**src/rtl/cmpm_pkg.sv**
```systemverilog
package cmpm_pkg;
  typedef enum logic [1:0] {
    SZ_BYTE = 2'd0,
    SZ_WORD = 2'd1,
    SZ_LONG = 2'd2,
    SZ_BAD  = 2'd3
  } size_e;

  typedef enum logic [2:0] {
    ST_IDLE,
    ST_SRC,
    ST_DST,
    ST_FIN,
    ST_ILL
  } state_e;

  typedef struct packed {
    logic n;
    logic z;
    logic v;
    logic c;
  } ccr_t;
endpackage

```
**src/rtl/cmpm_decode.sv**
```systemverilog
module cmpm_decode
  import cmpm_pkg::*;
(
  input  logic [15:0] op_i,
  output logic [2:0]  dst_o,
  output logic [2:0]  src_o,
  output size_e       size_o,
  output logic        legal_o
);
  logic pattern_ok;

  assign dst_o  = op_i[11:9];
  assign src_o  = op_i[2:0];
  assign size_o = size_e'(op_i[7:6]);

  assign pattern_ok = (op_i[15:12] == 4'b1011) && op_i[8] && (op_i[5:3] == 3'b001);
  assign legal_o    = pattern_ok && (op_i[7:6] != 2'b11);
endmodule

```
**src/rtl/cmpm_step.sv**
```systemverilog
module cmpm_step
  import cmpm_pkg::*;
#(
  parameter int          AW     = 32,
  parameter int          RW     = 3,
  parameter logic [2:0]  SP_IDX = 3'd7
) (
  input  size_e          size_i,
  input  logic [RW-1:0]  idx_i,
  output logic [AW-1:0]  step_o
);
  // stack register stays word aligned on byte accesses
  always_comb begin
    unique case (size_i)
      SZ_BYTE: step_o = (idx_i == RW'(SP_IDX)) ? AW'(2) : AW'(1);
      SZ_WORD: step_o = AW'(2);
      default: step_o = AW'(4);
    endcase
  end
endmodule

```
**src/rtl/cmpm_flags.sv**
```systemverilog
module cmpm_flags
  import cmpm_pkg::*;
#(
  parameter int DW = 32
) (
  input  size_e          size_i,
  input  logic [DW-1:0]  src_i,
  input  logic [DW-1:0]  dst_i,
  output ccr_t           ccr_o
);
  localparam int NLANE = 3;

  logic [NLANE-1:0] n_l, z_l, v_l, c_l;

  for (genvar g = 0; g < NLANE; g++) begin : g_lane
    localparam int LW = DW >> (NLANE - 1 - g);
    logic [LW:0] diff;
    assign diff   = {1'b0, dst_i[LW-1:0]} - {1'b0, src_i[LW-1:0]};
    assign n_l[g] = diff[LW-1];
    assign z_l[g] = (diff[LW-1:0] == '0);
    assign c_l[g] = diff[LW];
    assign v_l[g] = (dst_i[LW-1] ^ src_i[LW-1]) & (diff[LW-1] ^ dst_i[LW-1]);
  end

  always_comb begin
    unique case (size_i)
      SZ_BYTE: ccr_o = '{n: n_l[0], z: z_l[0], v: v_l[0], c: c_l[0]};
      SZ_WORD: ccr_o = '{n: n_l[1], z: z_l[1], v: v_l[1], c: c_l[1]};
      default: ccr_o = '{n: n_l[2], z: z_l[2], v: v_l[2], c: c_l[2]};
    endcase
  end
endmodule

```
**src/rtl/cmpm_unit.sv**
```systemverilog
module cmpm_unit
  import cmpm_pkg::*;
#(
  parameter int AW        = 32,
  parameter int DW        = 32,
  parameter int CYC_W     = 5,
  parameter int CYC_SHORT = 12,
  parameter int CYC_LONG  = 20
) (
  input  logic                 clk_i,
  input  logic                 rst_ni,
  input  logic                 start_i,
  input  logic [15:0]          opcode_i,
  input  logic [8*AW-1:0]      areg_i,
  output logic                 busy_o,
  output logic                 done_o,
  output logic                 illegal_o,
  output logic                 rd_req_o,
  output logic [AW-1:0]        rd_addr_o,
  output logic [1:0]           rd_size_o,
  input  logic                 rd_ack_i,
  input  logic [DW-1:0]        rd_data_i,
  output logic [8*AW-1:0]      areg_o,
  output logic [7:0]           areg_we_o,
  output logic                 flag_n_o,
  output logic                 flag_z_o,
  output logic                 flag_v_o,
  output logic                 flag_c_o,
  output logic [CYC_W-1:0]     cycles_o
);
  localparam int         RW     = 3;
  localparam int         NREG   = 1 << RW;
  localparam logic [2:0] SP_IDX = 3'(NREG - 1);

  state_e           state_q;
  size_e            size_q;
  logic [RW-1:0]    src_idx_q, dst_idx_q;
  logic [AW-1:0]    areg_q [NREG];
  logic [DW-1:0]    src_data_q;
  ccr_t             ccr_q;
  logic [CYC_W-1:0] cycles_q;
  logic [NREG-1:0]  we_q;

  logic [2:0]       dec_dst, dec_src;
  size_e            dec_size;
  logic             dec_legal;
  logic [RW-1:0]    cur_idx;
  logic [AW-1:0]    step;
  ccr_t             ccr_new;
  logic             accept;

  cmpm_decode u_decode (
    .op_i    (opcode_i),
    .dst_o   (dec_dst),
    .src_o   (dec_src),
    .size_o  (dec_size),
    .legal_o (dec_legal)
  );

  assign cur_idx = (state_q == ST_SRC) ? src_idx_q : dst_idx_q;

  cmpm_step #(.AW(AW), .RW(RW), .SP_IDX(SP_IDX)) u_step (
    .size_i (size_q),
    .idx_i  (cur_idx),
    .step_o (step)
  );

  cmpm_flags #(.DW(DW)) u_flags (
    .size_i (size_q),
    .src_i  (src_data_q),
    .dst_i  (rd_data_i),
    .ccr_o  (ccr_new)
  );

  assign accept = rd_req_o && rd_ack_i;

  always_ff @(posedge clk_i or negedge rst_ni) begin
    if (!rst_ni) begin
      state_q    <= ST_IDLE;
      size_q     <= SZ_BYTE;
      src_idx_q  <= '0;
      dst_idx_q  <= '0;
      src_data_q <= '0;
      ccr_q      <= '0;
      cycles_q   <= '0;
      we_q       <= '0;
      for (int i = 0; i < NREG; i++) areg_q[i] <= '0;
    end else begin
      unique case (state_q)
        ST_IDLE: if (start_i) begin
          size_q    <= dec_size;
          src_idx_q <= dec_src;
          dst_idx_q <= dec_dst;
          for (int i = 0; i < NREG; i++) areg_q[i] <= areg_i[i*AW +: AW];
          state_q   <= dec_legal ? ST_SRC : ST_ILL;
        end
        ST_SRC: if (accept) begin
          src_data_q       <= rd_data_i;
          areg_q[cur_idx]  <= areg_q[cur_idx] + step;
          state_q          <= ST_DST;
        end
        ST_DST: if (accept) begin
          areg_q[cur_idx]  <= areg_q[cur_idx] + step;
          ccr_q            <= ccr_new;
          cycles_q         <= (size_q == SZ_LONG) ? CYC_W'(CYC_LONG) : CYC_W'(CYC_SHORT);
          we_q             <= (NREG'(1) << src_idx_q) | (NREG'(1) << dst_idx_q);
          state_q          <= ST_FIN;
        end
        ST_FIN:  state_q <= ST_IDLE;
        default: state_q <= ST_IDLE;
      endcase
    end
  end

  assign busy_o    = (state_q != ST_IDLE);
  assign done_o    = (state_q == ST_FIN);
  assign illegal_o = (state_q == ST_ILL);
  assign rd_req_o  = (state_q == ST_SRC) || (state_q == ST_DST);
  assign rd_addr_o = areg_q[cur_idx];
  assign rd_size_o = size_q;
  assign areg_we_o = done_o ? we_q : '0;
  assign flag_n_o  = ccr_q.n;
  assign flag_z_o  = ccr_q.z;
  assign flag_v_o  = ccr_q.v;
  assign flag_c_o  = ccr_q.c;
  assign cycles_o  = cycles_q;

  for (genvar i = 0; i < NREG; i++) begin : g_pack
    assign areg_o[i*AW +: AW] = areg_q[i];
  end

  p_legal_size_r1: assert property (@(posedge clk_i) disable iff (!rst_ni)
    (start_i && !busy_o && dec_legal) |-> (dec_size != SZ_BAD));

  p_ill_quiet_r1: assert property (@(posedge clk_i) disable iff (!rst_ni)
    illegal_o |-> (!rd_req_o && !done_o && areg_we_o == '0));

  p_req_hold_r3: assert property (@(posedge clk_i) disable iff (!rst_ni)
    (rd_req_o && !rd_ack_i) |=> (rd_req_o && $stable(rd_addr_o)));

  p_step_onehot_r4: assert property (@(posedge clk_i) disable iff (!rst_ni)
    rd_req_o |-> $onehot(step));

  p_zero_clean_r6: assert property (@(posedge clk_i) disable iff (!rst_ni)
    (state_q == ST_DST && rd_ack_i && ccr_new.z) |-> (!ccr_new.n && !ccr_new.c && !ccr_new.v));

  p_flags_hold_r9: assert property (@(posedge clk_i) disable iff (!rst_ni)
    !(state_q == ST_DST && rd_ack_i) |=> $stable(ccr_q));

  p_done_pulse_r9: assert property (@(posedge clk_i) disable iff (!rst_ni)
    done_o |=> !done_o);

  p_start_ignored_r10: assert property (@(posedge clk_i) disable iff (!rst_ni)
    busy_o |=> ($stable(src_idx_q) && $stable(dst_idx_q) && $stable(size_q)));
endmodule

```
**config.mk**
```make
export PLATFORM = sky130hd
export DESIGN_NAME = cmpm_unit
export DESIGN_NICKNAME = d
export VERILOG_FILES = /design/src/rtl/cmpm_pkg.sv /design/src/rtl/cmpm_decode.sv /design/src/rtl/cmpm_step.sv /design/src/rtl/cmpm_flags.sv /design/src/rtl/cmpm_unit.sv
export SDC_FILE = /design/constraint.sdc
export NUM_CORES = 1
export LEC_CHECK = 0
export BUFFER_PORTS_ARGS = -buffer_cell sky130_fd_sc_hd__buf_2
export CORE_AREA = 2 2 243 245
export CTS_CLUSTER_DIAMETER = 100
export CTS_CLUSTER_SIZE = 14
export DETAILED_ROUTE_END_ITERATION = 6
export DIE_AREA = 0 0 245 247
export GPL_TIMING_DRIVEN = 0
export PLACE_DENSITY = 0.56
export SYNTH_ARGS = -nofsm -noshare
export SYNTH_HDL_FRONTEND = slang
export SYNTH_SLANG_ARGS = --single-unit
export TNS_END_PERCENT = 5
```
**constraint.sdc**
```tcl
create_clock -name clk_i -period 5.06 [get_ports clk_i]
set_input_delay 1.012 -clock clk_i [delete_from_list [all_inputs] [get_ports clk_i]]
set_output_delay 1.012 -clock clk_i [all_outputs]
set_load 0.02 [all_outputs]
```
**Word level (Yosys, flattened, before mapping)**

Index checks and enable logic that the tools add are counted.

- Register bits: 316
- Output and inout bits: 311
- Word-level logic and storage cells: 91

- Add/subtract/negate cells: 4
- Magnitude comparators: 2
- Equal/unequal tests: 14
- Shift-type cells: 2
- Multiplexer cells: 20
- Bitwise logic cells: 11
- Reductions and logical operators: 19

Operator list:

| kind | count |
|---|---|
| two-way mux 256 bit | 2 |
| case mux 256 bit (2 select lines) | 1 |
| bitwise mux 256 bit | 1 |
| binary-select mux 32 bit (select 3 bit) | 1 |
| demux 32 bit (select 3 bit) | 1 |
| two-way mux 32 bit | 3 |
| case mux 32 bit (2 select lines) | 1 |
| subtractor 32 x 32 -> 33 bit | 1 |
| adder 32 bit | 1 |
| zero test 32 bit | 1 |
| subtractor 16 x 16 -> 17 bit | 1 |
| zero test 16 bit | 1 |
| << shifter 1 x 3 -> 8 bit, first input constant | 2 |
| two-way mux 3 bit | 5 |
| case mux 3 bit (3 select lines) | 1 |
| subtractor 8 x 8 -> 9 bit | 1 |
| zero test 8 bit | 1 |
| two-way mux 8 bit | 1 |
| != test 2 bit, second input constant | 4 |
| OR 8 bit | 1 |
| case mux 4 bit (2 select lines) | 1 |
| equality test 3 x 1 -> 1 bit, second input constant | 2 |
| equality test 3 x 2 -> 1 bit, second input constant | 2 |
| equality test 3 bit, second input constant | 2 |
| 20 further kinds | 34 |

**Longest topological paths before layout**

- Depth after elaboration: 10
- Mapped depth: 21

**Cells and area by module**

From an unflattened synthesis, not the netlist that was laid out.

- Cells, all modules: 2280
- Area total of the unflattened synthesis: 19750.2 µm²

Modules (own cells, without submodules):

| module | times used | cells an instance | area an instance (µm²) | seq. area each (µm²) |
|---|---|---|---|---|
| cmpm_unit | 1 | 1929 | 17351.6 | 7857.5 |
| cmpm_flags | 1 | 306 | 2062.0 | 0.0 |
| cmpm_step | 1 | 34 | 244.0 | 0.0 |
| cmpm_decode | 1 | 11 | 92.6 | 0.0 |

**Least setup slack after synthesis**

Ideal clock, no wire load.

- Path type: register to register
- Start: register state_q[2]
- End: register areg_q, in the netlist areg_o[124]
- Library setup time: 0.140 ns
- Arrival: 4.702 ns
- Data required time: 4.920 ns
- Setup slack: 0.218 ns
- Stages on the path, launching flop included: 20
- Buffers on the path: 4
- Cell sequence: dfrtp_1 -> or3b_4 -> buf_6 -> buf_6 -> buf_6 -> mux2i_1 -> clkbuf_1 -> a222oi_1 -> nand3_1 -> ha_1 -> inv_1 -> fa_1 -> inv_1 -> a21o_1 -> nand3_2 -> nor4_2 -> nand3_1 -> nor3_1 -> mux2i_1 -> a21oi_1

- Cells in the longest elaborated chain, start to end: 10
- Elaborated cells on any way between the ends: 27

RTL lines:

| item | RTL line | source |
|---|---|---|
| from (decl) | cmpm_unit.sv:35 | `state_e state_q;` |
| from (signal assigned) | cmpm_unit.sv:95 | `state_q <= dec_legal ? ST_SRC : ST_ILL;` |
| equality test 3 x 1 -> 1 bit | cmpm_unit.sv:60 | `assign cur_idx = (state_q == ST_SRC) ? src_idx_q : dst_idx_q;` |
| two-way mux 3 bit | cmpm_unit.sv:60 |  |
| NOT 3 -> 4 bit | n/a |  |
| binary-select mux 32 bit (select 3 bit) | n/a |  |
| two-way mux 32 bit (2 in series) | n/a |  |
| named net rd_addr_o[0] | cmpm_unit.sv:19 | `output logic [AW-1:0] rd_addr_o,` |
| adder 32 bit | cmpm_unit.sv:99, cmpm_unit.sv:103 |  |
| bitwise mux 256 bit | cmpm_unit.sv:99, cmpm_unit.sv:103 |  |
| two-way mux 256 bit | cmpm_unit.sv:97, cmpm_unit.sv:102 |  |
| case mux 256 bit (2 select lines) | cmpm_unit.sv:89 | `unique case (state_q)` |
| to (signal, indexed assignment) | cmpm_unit.sv:99 | `areg_q[cur_idx] <= areg_q[cur_idx] + step;` |
| to (signal, indexed assignment) | cmpm_unit.sv:103 | `areg_q[cur_idx] <= areg_q[cur_idx] + step;` |
| to (decl) | cmpm_unit.sv:38 | `logic [AW-1:0] areg_q [NREG];` |

The timed path passes the listed nets, and every way through them passes these cells. The select of a mux whose other input is x is not followed.
A chain may end at the register's enable or synchronous reset.

**Worst setup path after layout**

- Start: register state_q[2]
- End: output rd_addr_o[6]

- Cells in the longest elaborated chain, start to end: 6

RTL lines:

| item | RTL line | source |
|---|---|---|
| equality test 3 x 1 -> 1 bit | cmpm_unit.sv:60 |  |
| two-way mux 3 bit | cmpm_unit.sv:60 |  |
| NOT 3 -> 4 bit (not written as such) | cmpm_unit.sv:119 | `assign rd_addr_o = areg_q[cur_idx];` |
| binary-select mux 32 bit (select 3 bit) | cmpm_unit.sv:119 |  |
| two-way mux 32 bit (not written as such) (2 in series) | cmpm_unit.sv:119 |  |
| to (decl) | cmpm_unit.sv:19 |  |

Every way passes these cells. The select of a mux whose other input is x is not followed.

==> impl_results.md <==
- Status: finished with violations
- Failing checks: DRC, setup timing
- Worst path bufs/invs: 5
- Setup ws final: -0.269 ns
- Cts bufs inserted: 27
- Finished Cell Area: 24600 um^2
- Primary FF master, synth: dfrtp_1
- Peak Freq: 0.188 GHz
- Post-DP HPWL: 96500 um
- IO Pins: 619
- Slew headroom: 4.16%
- Drt drc: 4
- Most frequent standard cell in the layout excluding fill and tap cells: buf_2
- Post-DP Area: 23200 um^2
- Final ANT Viol Nets: 0
- Async S/R FF share, synth: 100%
- Via density: 6.43
- Crit path cell chain: or3b_4, buf_6, buf_6, buf_6, a21oi_1, o311ai_0, a22oi_1, nand2_1, inv_1, buf_2
- Post-route clock skew: 0.0226 ns
- Post-synthesis sequential area ratio: 41.5%
- HP Class: primary input to async pin
- Tcrit/Tclk final: 105%
- Vias in the first global route: 21791
- Unique masters post-synth: 93
- WL final: 125000 um
- Post-synthesis cell count: 2117
- Fin Setup TNS: -5.18 ns
- # fillers: 6001
- Crit path time final: 5.33 ns
- CP max stage cell: a21oi_1
- Pre-CTS setup slack: -2.76 ns
- # setup viols final: 79
- Multi-input logic area: 10500 um^2
- Hold_ws: 0.325 ns
- Pins Over Slew Limit: 0
- Vias: 22962
- Worst skew pair latency: 0.60 ns
- Die extent in x: 245 um
- Area delta synth->final: 29.9%
- NumNets Final: 3135
- Root buffer cell: clkbuf_16
- Die area: 60500 um^2
- Total GRT Usage: 39.5%
- Post-cts hold buffer count: 0
- Slew @ Worst Pin: 1.44 ns
- Most used cell, CP: buf_6
- GPL Wtd Cong: 0.995
- Critical Path RT: 4.05 ns
- CTS tree: built
- Sink Count: 314
- CP arrival: 4.32 ns
- Seq cells post-synth: 314
- First-pass GRT wire length: 169000 um
- Drt wl/cell: 34.9 um
- Reg clk slew, reported paths: 0.08 ns
- Crit path max-delay family: compound AO/OA/AOI/OAI gates
- Setup crit end kind: primary output
- CP Class: register to primary output
- Drt pass-1 iters: 7
- Slowest stage delay, CP: 0.86 ns
- Core Box Area: 58200 um^2
- Commonest cells after routing, fill and taps aside: buf_2 (629), dfrtp_1 (313), o21ai_0 (205)
- Final hold violations: 0
- Syn Area/Cell: 8.94 um^2
- Initial antenna violation count: 13
- Post-synth EDFFs: 0
- DRT iter0 DRCs: 2728
- H-Tree Level Count: 1
- Share of cells above drive strength 1: 30.0%
- Grt ovf: 0
- Synth warn: 0
- Largest net degree at the start of global routing: 113
- PortBufs: 616
- Die Span Y: 247 um
- RSZ-0062 raised after global routing: yes
- Critical path launch point type: register
- Initial Util: 32.5%
- Max clock buf depth: 3
- Crit Path Max Fanout: 10
- Post-synthesis cell area: 18900 um^2
- Register area: 7860 um^2
- Max Cap Violations: 0
- Row count: 89
routing by layer:
metal	GRT usage [%]	vias up	part of all wire [%]
li1	-	9426	-
met5	0.654	-	0.099
met2	61.3	1710	44
met3	9.88	380	11
met1	50.5	11432	38
met4	20.9	14	6.3
final cells by class:
class / count / area share [%]
sequential: 314 / 31.9
clock buffer: 28 / 2.76
timing repair buffer: 644 / 13.9
buffer: 164 / 3.25
inverter: 79 / 1.21
antenna: 7 / 0.0712
tap: 773 / 3.93
clock inverter: 3 / 0.102
multi-input combinational: 1560 / 42.8
Yosys cell counts (10+ instances only):
cell / n / area share, %
buf_2: 15 / 0.40
a21o_1: 16 / 0.63
xnor2_1: 31 / 1.4
a211oi_1: 21 / 0.83
o32ai_1: 68 / 3.1
o21a_1: 15 / 0.59
dfrtp_1: 314 / 42
nor2b_1: 19 / 0.63
nor3b_1: 15 / 0.59
a21oi_1: 189 / 5.0
ha_1: 35 / 2.3
mux2i_1: 48 / 2.5
clkbuf_1: 131 / 2.6
nor3_1: 31 / 0.82
o221ai_1: 16 / 0.74
nand3_1: 31 / 0.82
a32oi_1: 57 / 2.6
o22a_1: 16 / 0.74
a31oi_1: 15 / 0.50
a22oi_1: 76 / 3.0
o31ai_1: 11 / 0.44
and2_1: 15 / 0.50
nand2b_1: 15 / 0.50
nand2_1: 183 / 3.6
o211ai_1: 11 / 0.44
inv_1: 78 / 1.5
buf_1: 11 / 0.22
and3_1: 10 / 0.33
o21ai_0: 208 / 5.5
a222oi_1: 13 / 0.69
o22ai_1: 96 / 3.2
nand4_1: 15 / 0.50
mux2_2: 20 / 1.2
nor2_1: 122 / 2.4
sequential cells by signal, summed over array words and instances (netlist names):
register    count
rd_size_o       2
state_q         3
src_idx_q       3
cycles_o        3
src_data_q     32
dst_idx_q       3
flag_v_o        1
we_q            8
flag_c_o        1
areg_o        256
flag_z_o        1
flag_n_o        1
per-stage QoR:
step	instances	utilization, %
floorplan	2118	-
global placement	3507	39.5
detailed placement	3517	39.8
CTS	3559	41.9
global route	3571	42.2
finish	3572	42.2
final timing paths:
path / startpoint / slack (ns) / depth (start not counted) / to
max reg2reg: state_q[2]$_DFFE_PN0P_ / -0.19 / 8 / areg_o[9]$_DFFE_PN0P_
min reg2reg: cycles_o[2]$_DFFE_PN0P_ / 0.47 / 1 / cycles_o[2]$_DFFE_PN0P_
min: rst_ni / 0.32 / 1 / src_data_q[10]$_DFFE_PN0P_
max in group asynchronous: rst_ni / 3.35 / 3 / areg_o[62]$_DFFE_PN0P_
max: state_q[2]$_DFFE_PN0P_ / -0.27 / 10 / rd_addr_o[6]
min in group clk_i: cycles_o[2]$_DFFE_PN0P_ / 0.47 / 1 / cycles_o[2]$_DFFE_PN0P_
cell families after synthesis:
logic type      Yosys count  synth area share (%)
compound gates          887                  30.8
xor+xnor                 41                  1.94
fa+ha+maj                37                  2.52
buf+inv                 244                  5.18
flops                   314                  41.5
mux                      72                  4.07
other cells               1                0.0198
simple gates            521                  14.0
worst register-to-register path, delay by kind of cell, from the launching register on:
family | cells | cell delay (ns)
AND/OR/NAND/NOR | 2 | 1.22
buffers and inverters | 2 | 1.58
AO/OA/AOI/OAI | 4 | 1.88
flip-flops | 1 | 0.48
repair_timing:
action                     in CTS  in global routing
pin swaps                       9                  5
cloned                          0                  0
setup buffers                  12                  6
resized for setup             100                 31
setup endpoints to repair     276                230
Power is not shown: default switching activity piles up to over one toggle a cycle in this logic, so the estimate is an artifact.
